===== src/rtl/bert_rx_pkg.sv =====
package bert_rx_pkg;
  localparam int unsigned STATUS_W = 5;

  typedef struct packed {
    logic err_ovf;
    logic bit_ovf;
    logic err_seen;
    logic los;
    logic sync;
  } status_t;

  typedef enum logic {
    ST_HUNT = 1'b0,
    ST_LOCK = 1'b1
  } sync_state_e;
endpackage


===== src/rtl/bert_rx_pattern.sv =====
module bert_rx_pattern #(
  parameter int unsigned HIST_W = 32,
  localparam int unsigned SEL_W = $clog2(HIST_W)
) (
  input  logic             clk_i,
  input  logic             rst_ni,
  input  logic             adv_i,
  input  logic             seed_i,
  input  logic             rx_data_i,
  input  logic [SEL_W-1:0] len_i,
  input  logic [SEL_W-1:0] tap_i,
  output logic             exp_o
);
  logic [HIST_W-1:0] hist_q;
  logic              in_bit;

  assign exp_o  = hist_q[len_i] ^ hist_q[tap_i];
  // hunting: load line data; locked: free-run on regenerated bit
  assign in_bit = seed_i ? rx_data_i : exp_o;

  always_ff @(posedge clk_i or negedge rst_ni) begin
    if (!rst_ni) hist_q <= '0;
    else if (adv_i) hist_q <= {hist_q[HIST_W-2:0], in_bit};
  end
endmodule


===== src/rtl/bert_rx_sync.sv =====
module bert_rx_sync
  import bert_rx_pkg::*;
#(
  parameter int unsigned SYNC_RUN  = 32,
  parameter int unsigned ERR_WIN   = 64,
  parameter int unsigned ERR_LIMIT = 6
) (
  input  logic clk_i,
  input  logic rst_ni,
  input  logic adv_i,
  input  logic mism_i,
  input  logic resync_i,
  input  logic sync_en_i,
  output logic locked_o
);
  localparam int unsigned RUN_W = $clog2(SYNC_RUN + 1);
  localparam int unsigned WIN_W = $clog2(ERR_WIN);
  localparam int unsigned LIM_W = $clog2(ERR_LIMIT + 1);
  localparam logic [RUN_W-1:0] RUN_LAST = RUN_W'(SYNC_RUN - 1);
  localparam logic [WIN_W-1:0] WIN_LAST = WIN_W'(ERR_WIN - 1);
  localparam logic [LIM_W-1:0] LIM_LAST = LIM_W'(ERR_LIMIT - 1);

  sync_state_e      state_q;
  logic [RUN_W-1:0] run_q;
  logic [WIN_W-1:0] win_q;
  logic [LIM_W-1:0] werr_q;
  logic             drop;

  assign drop     = mism_i && (werr_q == LIM_LAST) && sync_en_i;
  assign locked_o = (state_q == ST_LOCK);

  always_ff @(posedge clk_i or negedge rst_ni) begin
    if (!rst_ni) begin
      state_q <= ST_HUNT;
      run_q   <= '0;
      win_q   <= '0;
      werr_q  <= '0;
    end else if (resync_i) begin
      state_q <= ST_HUNT;
      run_q   <= '0;
      win_q   <= '0;
      werr_q  <= '0;
    end else if (adv_i) begin
      unique case (state_q)
        ST_HUNT: begin
          if (mism_i) run_q <= '0;
          else if (run_q == RUN_LAST) begin
            state_q <= ST_LOCK;
            run_q   <= '0;
            win_q   <= '0;
            werr_q  <= '0;
          end else run_q <= run_q + RUN_W'(1);
        end
        ST_LOCK: begin
          if (drop) begin
            state_q <= ST_HUNT;
            run_q   <= '0;
          end
          if (win_q == WIN_LAST) begin
            win_q  <= '0;
            werr_q <= '0;
          end else begin
            win_q <= win_q + WIN_W'(1);
            if (mism_i && werr_q != LIM_LAST) werr_q <= werr_q + LIM_W'(1);
          end
        end
        default: state_q <= ST_HUNT;
      endcase
    end
  end
endmodule


===== src/rtl/bert_rx_satcnt.sv =====
module bert_rx_satcnt #(
  parameter int unsigned W = 32
) (
  input  logic         clk_i,
  input  logic         rst_ni,
  input  logic         inc_i,
  input  logic         latch_i,
  output logic [W-1:0] live_o,
  output logic [W-1:0] snap_o,
  output logic         ovf_o
);
  localparam logic [W-1:0] ONE = W'(1);
  localparam logic [W-1:0] TOP = {W{1'b1}};

  logic [W-1:0] cnt_q, snap_q;
  logic         ovf_q;

  always_ff @(posedge clk_i or negedge rst_ni) begin
    if (!rst_ni) begin
      cnt_q  <= '0;
      snap_q <= '0;
      ovf_q  <= 1'b0;
    end else if (latch_i) begin
      snap_q <= cnt_q;
      cnt_q  <= inc_i ? ONE : '0;  // no bit lost across the latch
      ovf_q  <= 1'b0;
    end else if (inc_i) begin
      if (cnt_q == TOP) ovf_q <= 1'b1;
      else cnt_q <= cnt_q + ONE;
    end
  end

  assign live_o = cnt_q;
  assign snap_o = snap_q;
  assign ovf_o  = ovf_q;
endmodule


===== src/rtl/bert_rx_los.sv =====
module bert_rx_los #(
  parameter int unsigned ZERO_RUN = 32
) (
  input  logic clk_i,
  input  logic rst_ni,
  input  logic adv_i,
  input  logic rx_data_i,
  output logic los_o
);
  localparam int unsigned ZW = $clog2(ZERO_RUN);
  localparam logic [ZW-1:0] Z_LAST = ZW'(ZERO_RUN - 1);

  logic [ZW-1:0] zcnt_q;
  logic          los_q;

  always_ff @(posedge clk_i or negedge rst_ni) begin
    if (!rst_ni) begin
      zcnt_q <= '0;
      los_q  <= 1'b0;
    end else if (adv_i) begin
      if (rx_data_i) begin
        zcnt_q <= '0;
        los_q  <= 1'b0;
      end else if (zcnt_q == Z_LAST) los_q <= 1'b1;
      else zcnt_q <= zcnt_q + ZW'(1);
    end
  end

  assign los_o = los_q;
endmodule


===== src/rtl/bert_rx_check.sv =====
module bert_rx_check
  import bert_rx_pkg::*;
#(
  parameter int unsigned CNT_W     = 32,
  parameter int unsigned HIST_W    = 32,
  parameter int unsigned SYNC_RUN  = 32,
  parameter int unsigned ERR_WIN   = 64,
  parameter int unsigned ERR_LIMIT = 6,
  parameter int unsigned ZERO_RUN  = 32,
  localparam int unsigned SEL_W    = $clog2(HIST_W)
) (
  input  logic                clk_i,
  input  logic                rst_ni,
  input  logic                rx_dis_i,
  input  logic                rx_data_i,
  input  logic [SEL_W-1:0]    len_i,
  input  logic [SEL_W-1:0]    tap_i,
  input  logic                resync_i,
  input  logic                sync_en_i,
  input  logic                latch_i,
  input  logic [STATUS_W-1:0] irq_mask_i,
  output logic [CNT_W-1:0]    bit_cnt_o,
  output logic [CNT_W-1:0]    err_cnt_o,
  output logic [STATUS_W-1:0] status_o,
  output logic                irq_o
);
  localparam int unsigned N_CNT = 2;

  logic adv, exp_bit, mism, locked, los, err_seen_q;
  logic [N_CNT-1:0]             inc_vec, ovf_vec;
  logic [N_CNT-1:0][CNT_W-1:0]  live_vec, snap_vec;
  logic [CNT_W-1:0]             bit_live, err_live;
  status_t                      st;

  assign adv  = !rx_dis_i;
  assign mism = rx_data_i ^ exp_bit;

  bert_rx_pattern #(.HIST_W(HIST_W)) u_pattern (
    .clk_i, .rst_ni,
    .adv_i     (adv),
    .seed_i    (!locked),
    .rx_data_i,
    .len_i, .tap_i,
    .exp_o     (exp_bit)
  );

  bert_rx_sync #(
    .SYNC_RUN(SYNC_RUN), .ERR_WIN(ERR_WIN), .ERR_LIMIT(ERR_LIMIT)
  ) u_sync (
    .clk_i, .rst_ni,
    .adv_i    (adv),
    .mism_i   (mism),
    .resync_i,
    .sync_en_i,
    .locked_o (locked)
  );

  bert_rx_los #(.ZERO_RUN(ZERO_RUN)) u_los (
    .clk_i, .rst_ni,
    .adv_i     (adv),
    .rx_data_i,
    .los_o     (los)
  );

  // index 0: checked bits, index 1: errored bits
  assign inc_vec[0] = adv && locked;
  assign inc_vec[1] = adv && locked && mism;

  for (genvar g = 0; g < N_CNT; g++) begin : g_cnt
    bert_rx_satcnt #(.W(CNT_W)) u_cnt (
      .clk_i, .rst_ni,
      .inc_i   (inc_vec[g]),
      .latch_i,
      .live_o  (live_vec[g]),
      .snap_o  (snap_vec[g]),
      .ovf_o   (ovf_vec[g])
    );
  end

  assign bit_live  = live_vec[0];
  assign err_live  = live_vec[1];
  assign bit_cnt_o = snap_vec[0];
  assign err_cnt_o = snap_vec[1];

  always_ff @(posedge clk_i or negedge rst_ni) begin
    if (!rst_ni) err_seen_q <= 1'b0;
    else if (latch_i) err_seen_q <= 1'b0;
    else if (inc_vec[1]) err_seen_q <= 1'b1;
  end

  always_comb begin
    st          = '0;
    st.sync     = locked;
    st.los      = los;
    st.err_seen = err_seen_q;
    st.bit_ovf  = ovf_vec[0];
    st.err_ovf  = ovf_vec[1];
  end

  assign status_o = st;
  assign irq_o    = |(status_o & irq_mask_i);
endmodule


===== config.mk =====
export PLATFORM = sky130hd
export DESIGN_NAME = bert_rx_check
export DESIGN_NICKNAME = d
export VERILOG_FILES = /design/src/rtl/bert_rx_pkg.sv /design/src/rtl/bert_rx_pattern.sv /design/src/rtl/bert_rx_sync.sv /design/src/rtl/bert_rx_satcnt.sv /design/src/rtl/bert_rx_los.sv /design/src/rtl/bert_rx_check.sv
export SDC_FILE = /design/constraint.sdc
export NUM_CORES = 1
export LEC_CHECK = 0
export BUFFER_PORTS_ARGS = -buffer_cell sky130_fd_sc_hd__clkbuf_2
export CAP_MARGIN = 40
export CORE_AREA = 2 2 127 129
export CTS_BUF_LIST = sky130_fd_sc_hd__clkbuf_16
export CTS_CLUSTER_DIAMETER = 100
export DETAILED_ROUTE_END_ITERATION = 6
export DIE_AREA = 0 0 129 131
export HOLD_SLACK_MARGIN = 0.06
export PLACE_DENSITY = 0.78
export SYNTH_ARGS = -nofsm -noshare
export SYNTH_HDL_FRONTEND = slang
export SYNTH_SLANG_ARGS = --single-unit

===== constraint.sdc =====
create_clock -name clk_i -period 5.8 [get_ports clk_i]
set_input_delay 0 -clock clk_i [delete_from_list [all_inputs] [get_ports clk_i]]
set_output_delay 0 -clock clk_i [all_outputs]
set_load 0.005 [all_outputs]

==> metrics.md, run 1 <==
| Metric | Value |
|---|---|
| Cell accounting for the most synthesized area | `dfrtp_1` |
| Ys Warns | `0` |
| Min Tclk post-route | `between 3000 and 4000 ps` |
| Clk root buf | `clkbuf_16` |
| Crit end category | `flip-flop` |
| Post-synthesis compound-gate area fraction | `a little under a tenth` |
| Fin area | `0.0102 sq mm` |
| CP Cell Sequence | `and4_1 -> and4_1 -> and3_1 -> nand4b_1 -> nand2_1 -> or2_2 -> or4_1 -> a21oi_1` |
| Worst setup path startpoint | `g_cnt[1].u_cnt.live_o[9]` |
| Port-buffer cells | `91` |
| Clock slew seen by the registers of the worst setup and hold paths | `~70 ps` |
| Switching Share | `~29%` |
| Core footprint | `between 0.015 and 0.02 sq mm` |
| Flop pwr share | `roughly 50%` |
| Rows | `46` |
| Total Nets Final | `between 900 and 1,000` |
| Synth Area in XOR/XNOR | `under 10%` |
| Syn Area/Cell | `11.1 sq um` |
| Latest clock arrival within the worst-skew pair | `440 ps` |
| Sequential-to-total area share from yosys stat | `between 50% and 60%` |
| Tcrit/Tclk final | `53.6%` |
| P_int | `between 2 and 2.5 mW` |
| Reg-to-reg endpoint | `g_cnt[1].u_cnt.live_o[15]` |
| FMAX | `between 300 and 400 MHz` |
| Final HPWL DP | `about 12 mm` |
| Total Power | `roughly 3.0 mW` |
| Layout cells sized above 1 | `a little over a quarter` |
| Comb pwr share | `approximately 14%` |
| Post-synthesis cell count | `a little over 800` |
| # H-tree levels | `4` |
| Maximum VDD drop | `between 0.2 and 0.25 mV` |
| Fraction of registers with async set/reset | `between 90% and 100%` |
| Total Wirelength | `around 19 mm` |
| FF+latch count, synth | `~190` |
| Max Cap Viol | `0` |
| Critical Path RT | `6150 ps` |
| Post-CTS Resized | `0` |
| Synth cell types | `60` |
| Placed inst area | `0.00966 sq mm` |
| GPL Wtd Cong | `0.887` |
| Area grow syn2layout | `12.4%` |
| Total CTS buffers | `17` |
| Initial Util | `between 50% and 60%` |
| Crit-path slowest cell | `or2_2` |
| Max-slew violations | `0` |
| Diode count | `0` |
| Crit Path Class | `reg -> reg` |
| EDFF count, synth | `0` |
| Clock Power Share | `a little over a third` |
| Synth Area in Adders | `1.10%` |
| Final Setup Violations | `0` |
| Mux cell area share after synthesis | `roughly 16%` |
| Area fraction of the dominant cell type after synthesis | `approximately half` |
| Initial antenna violation count | `0` |
| Outcome | `finished clean` |
| Ports | `92` |
| Worst rel slew slack | `around two fifths` |
| Hold Slack | `around 100 ps` |
| Crit-path max FO | `26` |
| Number of global-route vias before repair | `approximately 6,300` |
| Net Switching | `around 0.87 mW` |
| Tightest Hold Check Type | `in -> reg` |
| RSZ-0062 raised after global routing | `no` |
| Startpoint class of the critical path | `flip-flop` |
| WP data arrival | `3450 ps` |
| Delay-heaviest family, CP | `simple AND/OR/NAND/NOR gates` |
| Synth Cell Area | `between 0.009 and 0.01 sq mm` |
| Largest net degree at the start of global routing | `~90` |
| R2r setup slk | `approximately 2700 ps` |
| CTS sink count | `~190` |
| Reg2reg path depth | `8` |
| Wire per inst | `16.6 um` |
| R2r startpoint | `g_cnt[1].u_cnt.live_o[9]` |
| Leakage | `between 4 and 5 nW` |
| Final setup TNS | `0 ps` |
| First-pass DRT Iterations | `5` |
| Vert. Die Dim | `around 130 um` |
| Die X | `approximately 130 um` |
| Antenna-violating nets left | `0` |
| DRC Markers | `0` |
| Final hold vios | `0` |
| Die area | `0.0169 sq mm` |
| All-layer global routing usage | `a little under a quarter` |
| CP most frequent cell | `and4_1` |
| Worst path depth | `8` |
| Power per cell area | `around 290 mW/mm^2` |
| First-iteration detailed-routing DRC count | `440` |
| Routed vias | `~6,600` |
| Crit path capture | `g_cnt[1].u_cnt.live_o[15]` |
| Worst Skew | `11.2 ps` |
| Synth top area cells | `dfrtp_1, mux2_2, mux2i_1` |
| Routed vias/inst | `about 5.9` |
| Simple-gate share of the synthesized area | `15.8%` |
| Post-Synthesis Net Count | `849` |
| CTS tree | `built` |
| GR Overflow Total | `0` |
| First-pass GRT wire length | `approximately 31 mm` |
| Slew @ Worst Pin | `a little under 900 ps` |
| WP buf/inv | `0` |
| Biggest cell delay along the critical path | `slightly above 600 ps` |
| Primary FF master, synth | `dfrtp_1` |
| CTS max path bufs | `2` |
| Largest family of logic cells by synthesized area | `multiplexers` |
[area by class of cell]
| cell class | count | area (sq um) |
|---|---|---|
| Timing Repair Buffer | 100 | 554 |
| Sequential cell | 185 | 4630 |
| Clock buffer | 17 | 425 |
| Tap cell | 216 | 270 |
| Fill cell | 1225 | 5360 |
| Inverter | 22 | 82.6 |
| Multi-Input combinational cell | 564 | 4150 |
| Clock inverter | 15 | 119 |
[placed cells by master, fill, tap and decap left out, types with 4 or more instances in the layout]
cell type,n
nand3_1,39
a21oi_1,39
nor3_1,19
nor2_1,53
buf_4,6
or4_1,19
nor4_1,5
or3_1,10
nor2b_1,14
nand2_1,42
xnor2_1,13
xor2_1,15
mux2i_1,29
inv_1,22
mux2_2,100
o31ai_1,16
clkinvlp_4,6
dfrtp_1,185
nand4_1,17
nand2b_1,4
ha_1,8
and2_1,6
clkbuf_16,17
or2_2,6
and3_1,13
a22oi_1,8
and4_1,9
a31oi_1,5
clkbuf_2,89
inv_6,4
nand4b_1,5
o21ai_0,17
o211ai_1,6
[synth_stat cells (10+ instances only)]
cell type,instances
a21oi_1,39
and3_1,13
clkbuf_1,28
dfrtp_1,185
inv_1,22
mux2_2,100
mux2i_1,29
nand2_1,42
nand3_1,39
nand4_1,17
nor2_1,53
nor2b_1,14
nor3_1,19
o21ai_0,17
o31ai_1,16
or3_1,10
or4_1,19
xnor2_1,13
xor2_1,15
[worst min-delay path: stages]
cell and delay, ps:
clkbuf_2 110, nand2_1 100, o21ai_0 180, a221oi_1 80
[repair_timing]
item	4_1_cts	5_1_grt
endpoints found under the hold margin	102	0
setup endpoints to repair	0	0
hold buffers	3	0
setup buffers	0	0
[power groups by stage]
stage / sequential (mW) / clock (mW) / combinational, mW
3_3_place_gp: 1.51 / 0 / 0.384
6_report: 1.49 / 1.09 / 0.417
2_1_floorplan: 1.47 / 0 / 0.328
3_5_place_dp: 1.51 / 0 / 0.415
4_1_cts: 1.49 / 1.10 / 0.418
5_1_grt: 1.50 / 1.17 / 0.461
[sequential cells by signal, summed over array words and instances, names as in the netlist]
register / flops
u_los.los_o: 1
g_cnt.u_cnt.ovf_o: 2
err_seen_q: 1
u_sync.run_q: 6
u_sync.win_q: 6
u_los.zcnt_q: 5
u_sync.werr_q: 3
g_cnt.u_cnt.live_o: 64
u_pattern.hist_q: 32
g_cnt.u_cnt.snap_o: 64
u_sync.locked_o: 1
[per-layer routing]
metal	track usage [%]	share of wire, %
met5	0	0
met4	5.88	0.94
met2	35.2	46
met1	33.5	48
met3	5.86	4.8
[cell families (layout without fill, tap and decap cells)]
family,after synthesis,in the layout
AND/OR/NAND/NOR,269,269
flip-flops,185,185
AO/OA/AOI/OAI,124,124
XOR/XNOR,30,30
buffers and inverters,70,154
multiplexers,133,133
adder cells (fa/ha/maj),8,8
[worst min path at each step]
stage / start / to / slack (ps) / depth (start not counted)
2_1_floorplan: rst_ni / err_seen_q / -300 / 0
3_3_place_gp: rst_ni / g_cnt[1].u_cnt.snap_o[5] / 120 / 1
3_5_place_dp: rst_ni / g_cnt[1].u_cnt.snap_o[6] / 110 / 1
4_1_cts: sync_en_i / u_sync.locked_o / 70 / 4
5_1_grt: sync_en_i / u_sync.run_q[2] / 120 / 4
6_report: sync_en_i / u_sync.locked_o / 100 / 4
[metrics by stage]
step | std cells | util [%] | worst slack [ps]
after floorplan | 819 | - | 3160
after global placement | 1083 | 61.8 | 2620
after detailed placement | 1084 | 61.9 | 2690
after CTS | 1119 | 65.6 | 2700
after global routing | 1119 | 65.6 | 2490
final | 1119 | 65.6 | 2690
No activity file was read; power rests on OpenSTA's default activity.
==> inputs of run 2 (changes only) <==
CORE_AREA = 2 2 133 135   (was 2 2 127 129)
DIE_AREA = 0 0 135 137   (was 0 0 129 131)
PLACE_DENSITY = 0.75   (was 0.78)
clock period = 2.8 ns   (was 5.8 ns; I/O delays follow)
==> run 2 against run 1 <==
  * Total power grew 120%
  * First-iteration DRC count is 17% lower
  * Clock power rose by 110%
  * Critical endpoint is now g_cnt[1].u_cnt.live_o[8]
==> metrics.md, run 2 (synthesized netlist as in run 1, its figures left out) <==
| Metric | Value |
|---|---|
| First-pass GRT wire length | `between 30 and 40 mm` |
| Area grow syn2layout | `15.3%` |
| Register area | `around 0.0046 sq mm` |
| Routed vias | `6,748` |
| Initial antenna violation count | `0` |
| Worst path depth | `9` |
| Final WS setup | `approximately 120 ps` |
| Reg2reg path depth | `9` |
| CTS sink count | `approximately 190` |
| Ports | `92` |
| Worst Skew | `15.3 ps` |
| DRC Markers | `0` |
| All-layer global routing usage | `between 20% and 30%` |
| Clk root buf | `clkbuf_16` |
| Diode count | `0` |
| Layout Cells excl Fill | `around 1,100` |
| Total Nets Final | `940` |
| Max Cap Viol | `0` |
| R2r setup slk | `120 ps` |
| Crit-path max FO | `36` |
| Latest clock arrival within the worst-skew pair | `between 400 and 500 ps` |
| Routed vias/inst | `roughly 6` |
| Largest net degree at the start of global routing | `136` |
| Power per cell area | `614 mW/mm^2` |
| Final HPWL DP | `~13 mm` |
| Fin area | `about 0.011 sq mm` |
| Hold Slack | `slightly above 80 ps` |
| CTS max path bufs | `2` |
| First-pass DRT Iterations | `5` |
| RSZ-0062 raised after global routing | `yes` |
| Antenna-violating nets left | `0` |
| Initial Util | `53.4%` |
| Core footprint | `0.0171 sq mm` |
| CP Cell Sequence | `mux2i_1 -> a22oi_1 -> nand4_1 -> a21oi_1 -> nor3_2 -> xnor3_2 -> buf_12 -> nor4_1 -> mux2_1` |
| Crit-path slowest cell | `xnor3_2` |
| Final Setup Violations | `0` |
| Leakage | `4.85 nW` |
| Footprint of the multi-input gates | `around 0.0042 sq mm` |
| Total CTS buffers | `17` |
| Biggest cell delay along the critical path | `470 ps` |
| R2r startpoint | `u_pattern.hist_q[28]` |
| Worst rel slew slack | `approximately 53%` |
| Number of global-route vias before repair | `around 6,500` |
| Port-buffer cells | `slightly above 90` |
| Crit end category | `flip-flop` |
| Die area | `between 0.015 and 0.02 sq mm` |
| CTS tree | `built` |
| GR Overflow Total | `0` |
| Tightest Hold Check Type | `in -> reg` |
| Most frequent cells in the layout | `dfrtp_1, mux2_2, clkbuf_2, nor2_1, nand2_1` |
| Outcome | `finished clean` |
| Reg-to-reg endpoint | `g_cnt[1].u_cnt.live_o[8]` |
| Rows | `48` |
| Startpoint class of the critical path | `flip-flop` |
| Vert. Die Dim | `roughly 140 um` |
| Fillers | `about 1,400` |
| Total Wirelength | `19.5 mm` |
| Tcrit/Tclk final | `around 96%` |
| # H-tree levels | `4` |
| Crit path capture | `g_cnt[1].u_cnt.live_o[8]` |
| Delay-heaviest family, CP | `simple AND/OR/NAND/NOR gates` |
| Total Power | `~6.4 mW` |
| GPL Wtd Cong | `a little over 0.8` |
| Min Tclk post-route | `about 2700 ps` |
| Die X | `between 100 and 150 um` |
| Clock slew seen by the registers of the worst setup and hold paths | `~70 ps` |
| Commonest non-fill, non-tap cell in the layout | `dfrtp_1` |
| Layout cells sized above 1 | `~28%` |
| Maximum VDD drop | `0.463 mV` |
| First-iteration detailed-routing DRC count | `around 360` |
| Critical Path RT | `roughly 3100 ps` |
| Placed inst area | `~0.0098 sq mm` |
| Dpl ws | `between 70 and 80 ps` |
| WP data arrival | `about 3000 ps` |
| Placed Instances | `approximately 1,100` |
| Slew @ Worst Pin | `about 700 ps` |
| Final hold vios | `0` |
| Max-slew violations | `0` |
| WP buf/inv | `1` |
| Post CTS Setup Buffer Count | `0` |
| Crit Path Class | `reg -> reg` |
| FMAX | `about 370 MHz` |
| Worst setup path startpoint | `u_pattern.hist_q[28]` |
| Wire per inst | `around 17 um` |
run 2: how the worst min path moves through the flow:
stage	start	endpoint	cells after the start
2_1_floorplan	rst_ni	err_seen_q	0
3_3_place_gp	rst_ni	u_pattern.hist_q[18]	1
3_5_place_dp	rst_ni	u_pattern.hist_q[18]	1
4_1_cts	sync_en_i	u_sync.run_q[1]	4
5_1_grt	sync_en_i	u_sync.run_q[1]	4
6_report	sync_en_i	u_sync.locked_o	4
run 2: report_power, final:
part | internal (mW) | leakage, nW | switching, mW | total, mW
combinational | 0.487 | 2.04 | 0.553 | 1.04
clock | 1.25 | 0.277 | 1.08 | 2.33
sequential | 2.87 | 2.54 | 0.204 | 3.07
run 2: repair_timing:
action                                  in CTS  in global routing
hold endpoints to repair                    96                  0
endpoints found under the setup margin       0                 24
gates resized for setup                      0                  4
hold buffers                                 5                  0
run 2: per-layer routing:
| metal | up-vias | wire [um] | global-route usage (%) |
|---|---|---|---|
| met1 | 3416 | 8870 | 29.0 |
| met4 | 0 | 165 | 4.86 |
| met3 | 13 | 785 | 4.56 |
| met5 | - | 0 | 0 |
| met2 | 140 | 9720 | 35.8 |
| li1 | 3179 | - | - |
run 2: cell type report:
cell class                 instances  area share, %
sequential                       185           44.1
multi-input combinational        564           39.7
timing repair buffer             120           7.28
clock buffer                      17           4.05
tap                              225           2.68
clock inverter                    15           1.39
inverter                          22          0.786
run 2: tightest hold or removal path: cells and delay by family:
family | cells | cell delay, ps
AOI/OAI and AO/OA | 2 | 270
and+or+nand+nor | 1 | 100
buffers and inverters | 1 | 90
run 2: through the flow:
| step | util [%] | TNS (ps) |
|---|---|---|
| 2_1_floorplan | - | 0 |
| 5_1_grt | 61.6 | -9.75 |
| 3_5_place_dp | 57.7 | 0 |
| 3_3_place_gp | 57.7 | 0 |
| 4_1_cts | 61.3 | 0 |
| 6_report | 61.6 | 0 |
==> inputs of run 3 (changes only) <==
--- a/config.mk
+++ b/config.mk
@@ -16,2 +16,3 @@
 export PLACE_DENSITY = 0.75
+export SETUP_SLACK_MARGIN = 0.4
 export SYNTH_ARGS = -nofsm -noshare
--- a/constraint.sdc
+++ b/constraint.sdc
@@ -3,2 +3,2 @@
 set_output_delay 0 -clock clk_i [all_outputs]
-set_load 0.005 [all_outputs]
+set_load 0.1 [all_outputs]
==> run 3 against run 2 <==
  * First-iteration DRC count is 24% higher
  * Fmax is 2.4% lower
  * Die area stayed put
  * Global-route usage is 1.4 points higher
  * Total power is 11% higher
  * Sequential power hardly changed
  * Non-clock buffer count is 18 higher
  * Register-to-register slack worse by 70 ps
  * Flip-flop and latch count stayed put
==> metrics.md, run 3 (synthesized netlist as in run 1, its figures left out) <==
| Metric | Value |
|---|---|
| Crit end category | `flip-flop` |
| Reg2reg path depth | `10` |
| Footprint of the multi-input gates | `0.00454 sq mm` |
| Critical Path RT | `approximately 3200 ps` |
| P_int | `about 5.1 mW` |
| Die area | `between 0.015 and 0.02 sq mm` |
| First-pass GRT wire length | `about 33 mm` |
| Worst Skew | `11.2 ps` |
| Flop pwr share | `a little over two fifths` |
| Crit Path Class | `reg -> reg` |
| Layout Cells excl Fill | `1,167` |
| Placed Instances | `1,104` |
| Maximum VDD drop | `0.505 mV` |
| Most frequent cells in the layout | `dfrtp_1, mux2_2, clkbuf_2, nor2_1, nand2_1` |
| Clk root buf | `clkbuf_16` |
| Rows | `48` |
| Routed vias/inst | `approximately 6` |
| Dpl ws | `around 110 ps` |
| Reg-to-reg endpoint | `g_cnt[1].u_cnt.live_o[9]` |
| Outcome | `finished clean` |
| Max-slew violations | `0` |
| Layout cells sized above 1 | `34.3%` |
| Total CTS buffers | `17` |
| Wire per inst | `~18 um` |
| Initial antenna violation count | `0` |
| Startpoint class of the critical path | `flip-flop` |
| Final setup TNS | `0 ps` |
| Area grow syn2layout | `22.2%` |
| Initial Util | `between 50% and 60%` |
| Min Tclk post-route | `about 2700 ps` |
| Hold Path Depth | `4` |
| Ports | `92` |
| Endpoint, Worst Hold | `u_sync.run_q[1]` |
| Slew @ Worst Pin | `682 ps` |
| GR Overflow Total | `0` |
| Hold_sp | `sync_en_i` |
| Total Wirelength | `21.4 mm` |
| Diode count | `0` |
| Largest net degree at the start of global routing | `79` |
| Tcrit/Tclk final | `between 90% and 100%` |
| WP data arrival | `3110 ps` |
| First-pass DRT Iterations | `7` |
| R2r startpoint | `u_pattern.hist_q[0]` |
| Max Cap Viol | `0` |
| Antenna-violating nets left | `0` |
| FMAX | `approximately 360 MHz` |
| Final WS setup | `51.9 ps` |
| CTS max path bufs | `2` |
| Port-buffer cells | `91` |
| All-layer global routing usage | `between 20% and 30%` |
| RSZ-0062 raised after global routing | `yes` |
| Number of global-route vias before repair | `around 6,600` |
| CTS sink count | `roughly 190` |
| Clock Power Share | `between 30 and 40%` |
| Fin util | `around two thirds` |
| Leakage | `~5.1 nW` |
| Core footprint | `around 0.017 sq mm` |
| Latest clock arrival within the worst-skew pair | `about 440 ps` |
| # H-tree levels | `4` |
| Clock slew seen by the registers of the worst setup and hold paths | `70 ps` |
| Crit-path max FO | `5` |
| Total Power | `approximately 7.2 mW` |
| Switching Share | `between 20% and 30%` |
| Commonest non-fill, non-tap cell in the layout | `dfrtp_1` |
| Final HPWL DP | `roughly 13 mm` |
| GPL Wtd Cong | `between 0.8 and 0.9` |
| Net Switching | `2.06 mW` |
| Die X | `between 100 and 150 um` |
| R2r setup slk | `between 50 and 60 ps` |
| Worst rel slew slack | `54.5%` |
| First-iteration detailed-routing DRC count | `roughly 450` |
| Register area | `0.00463 sq mm` |
| Final hold vios | `0` |
| Total Nets Final | `960` |
| Routed vias | `7,036` |
| Power per cell area | `646 mW/mm^2` |
| Final Setup Violations | `0` |
| Tightest Hold Check Type | `in -> reg` |
| Vert. Die Dim | `around 140 um` |
| Fillers | `roughly 1,300` |
| Comb pwr share | `23.1%` |
| DRC Markers | `0` |
| CTS tree | `built` |
## run 3: critical path, cell delays in order (launching register included)
cell and delay [ps]:
dfrtp_1 410, nor2b_1 140, a2111oi_1 370, a221oi_1 110
nand2_1 90, and4_4 220, xnor3_2 450, buf_6 190
buf_16 130, or4_4 420, a21oi_2 140
## run 3: how the worst max path moves through the flow
stage                              start                        end  cells past startpoint
floorplan           u_pattern.hist_q[15]  g_cnt[1].u_cnt.live_o[17]                      9
global placement    u_pattern.hist_q[29]  g_cnt[1].u_cnt.live_o[12]                      8
global route        u_pattern.hist_q[12]  g_cnt[1].u_cnt.live_o[12]                      8
finish               u_pattern.hist_q[0]   g_cnt[1].u_cnt.live_o[9]                     10
CTS                 u_pattern.hist_q[15]  g_cnt[1].u_cnt.live_o[13]                      8
detailed placement   u_pattern.hist_q[0]  g_cnt[1].u_cnt.live_o[13]                      9
## run 3: routing by layer
metal | track usage (%) | part of all wire, %
met1 | 31.5 | 44
met4 | 8.56 | 1.8
met2 | 36.0 | 49
met3 | 4.37 | 5.3
met5 | 0 | 0
## run 3: stage by stage
stage | hold slack [ps] | cell area (sq um)
after floorplan | -296 | 9180
final | 94.9 | 11100
after global routing | 131 | 11100
after CTS | 80.4 | 10800
after detailed placement | 61.4 | 9830
after global placement | 58.0 | 9830
## run 3: timing repair
action                                 in CTS  in global routing
buffers inserted                           14                  4
endpoints found under the hold margin     104                  0
hold buffers                                6                  0
gates cloned                                5                  3
pin swaps                                  19                 11
setup endpoints to repair                  50                 75
resized for setup                          32                 42
## run 3: power groups by stage
| stage | Sequential, mW | Combinational, mW | Clock (mW) |
|---|---|---|---|
| 2_1_floorplan | 3.05 | 0.720 | 0 |
| 3_3_place_gp | 3.12 | 0.884 | 0 |
| 3_5_place_dp | 3.13 | 0.896 | 0 |
| 4_1_cts | 3.07 | 1.42 | 2.47 |
| 5_1_grt | 3.10 | 1.75 | 2.58 |
| 6_report | 3.07 | 1.66 | 2.46 |
## run 3: cell type report
| type | count | area share, % |
|---|---|---|
| clock inverter | 14 | 1.41 |
| tap | 225 | 2.53 |
| clock buffer | 17 | 3.83 |
| multi-input combinational | 566 | 40.8 |
| inverter | 22 | 0.743 |
| timing repair buffer | 138 | 9.01 |
| sequential | 185 | 41.6 |
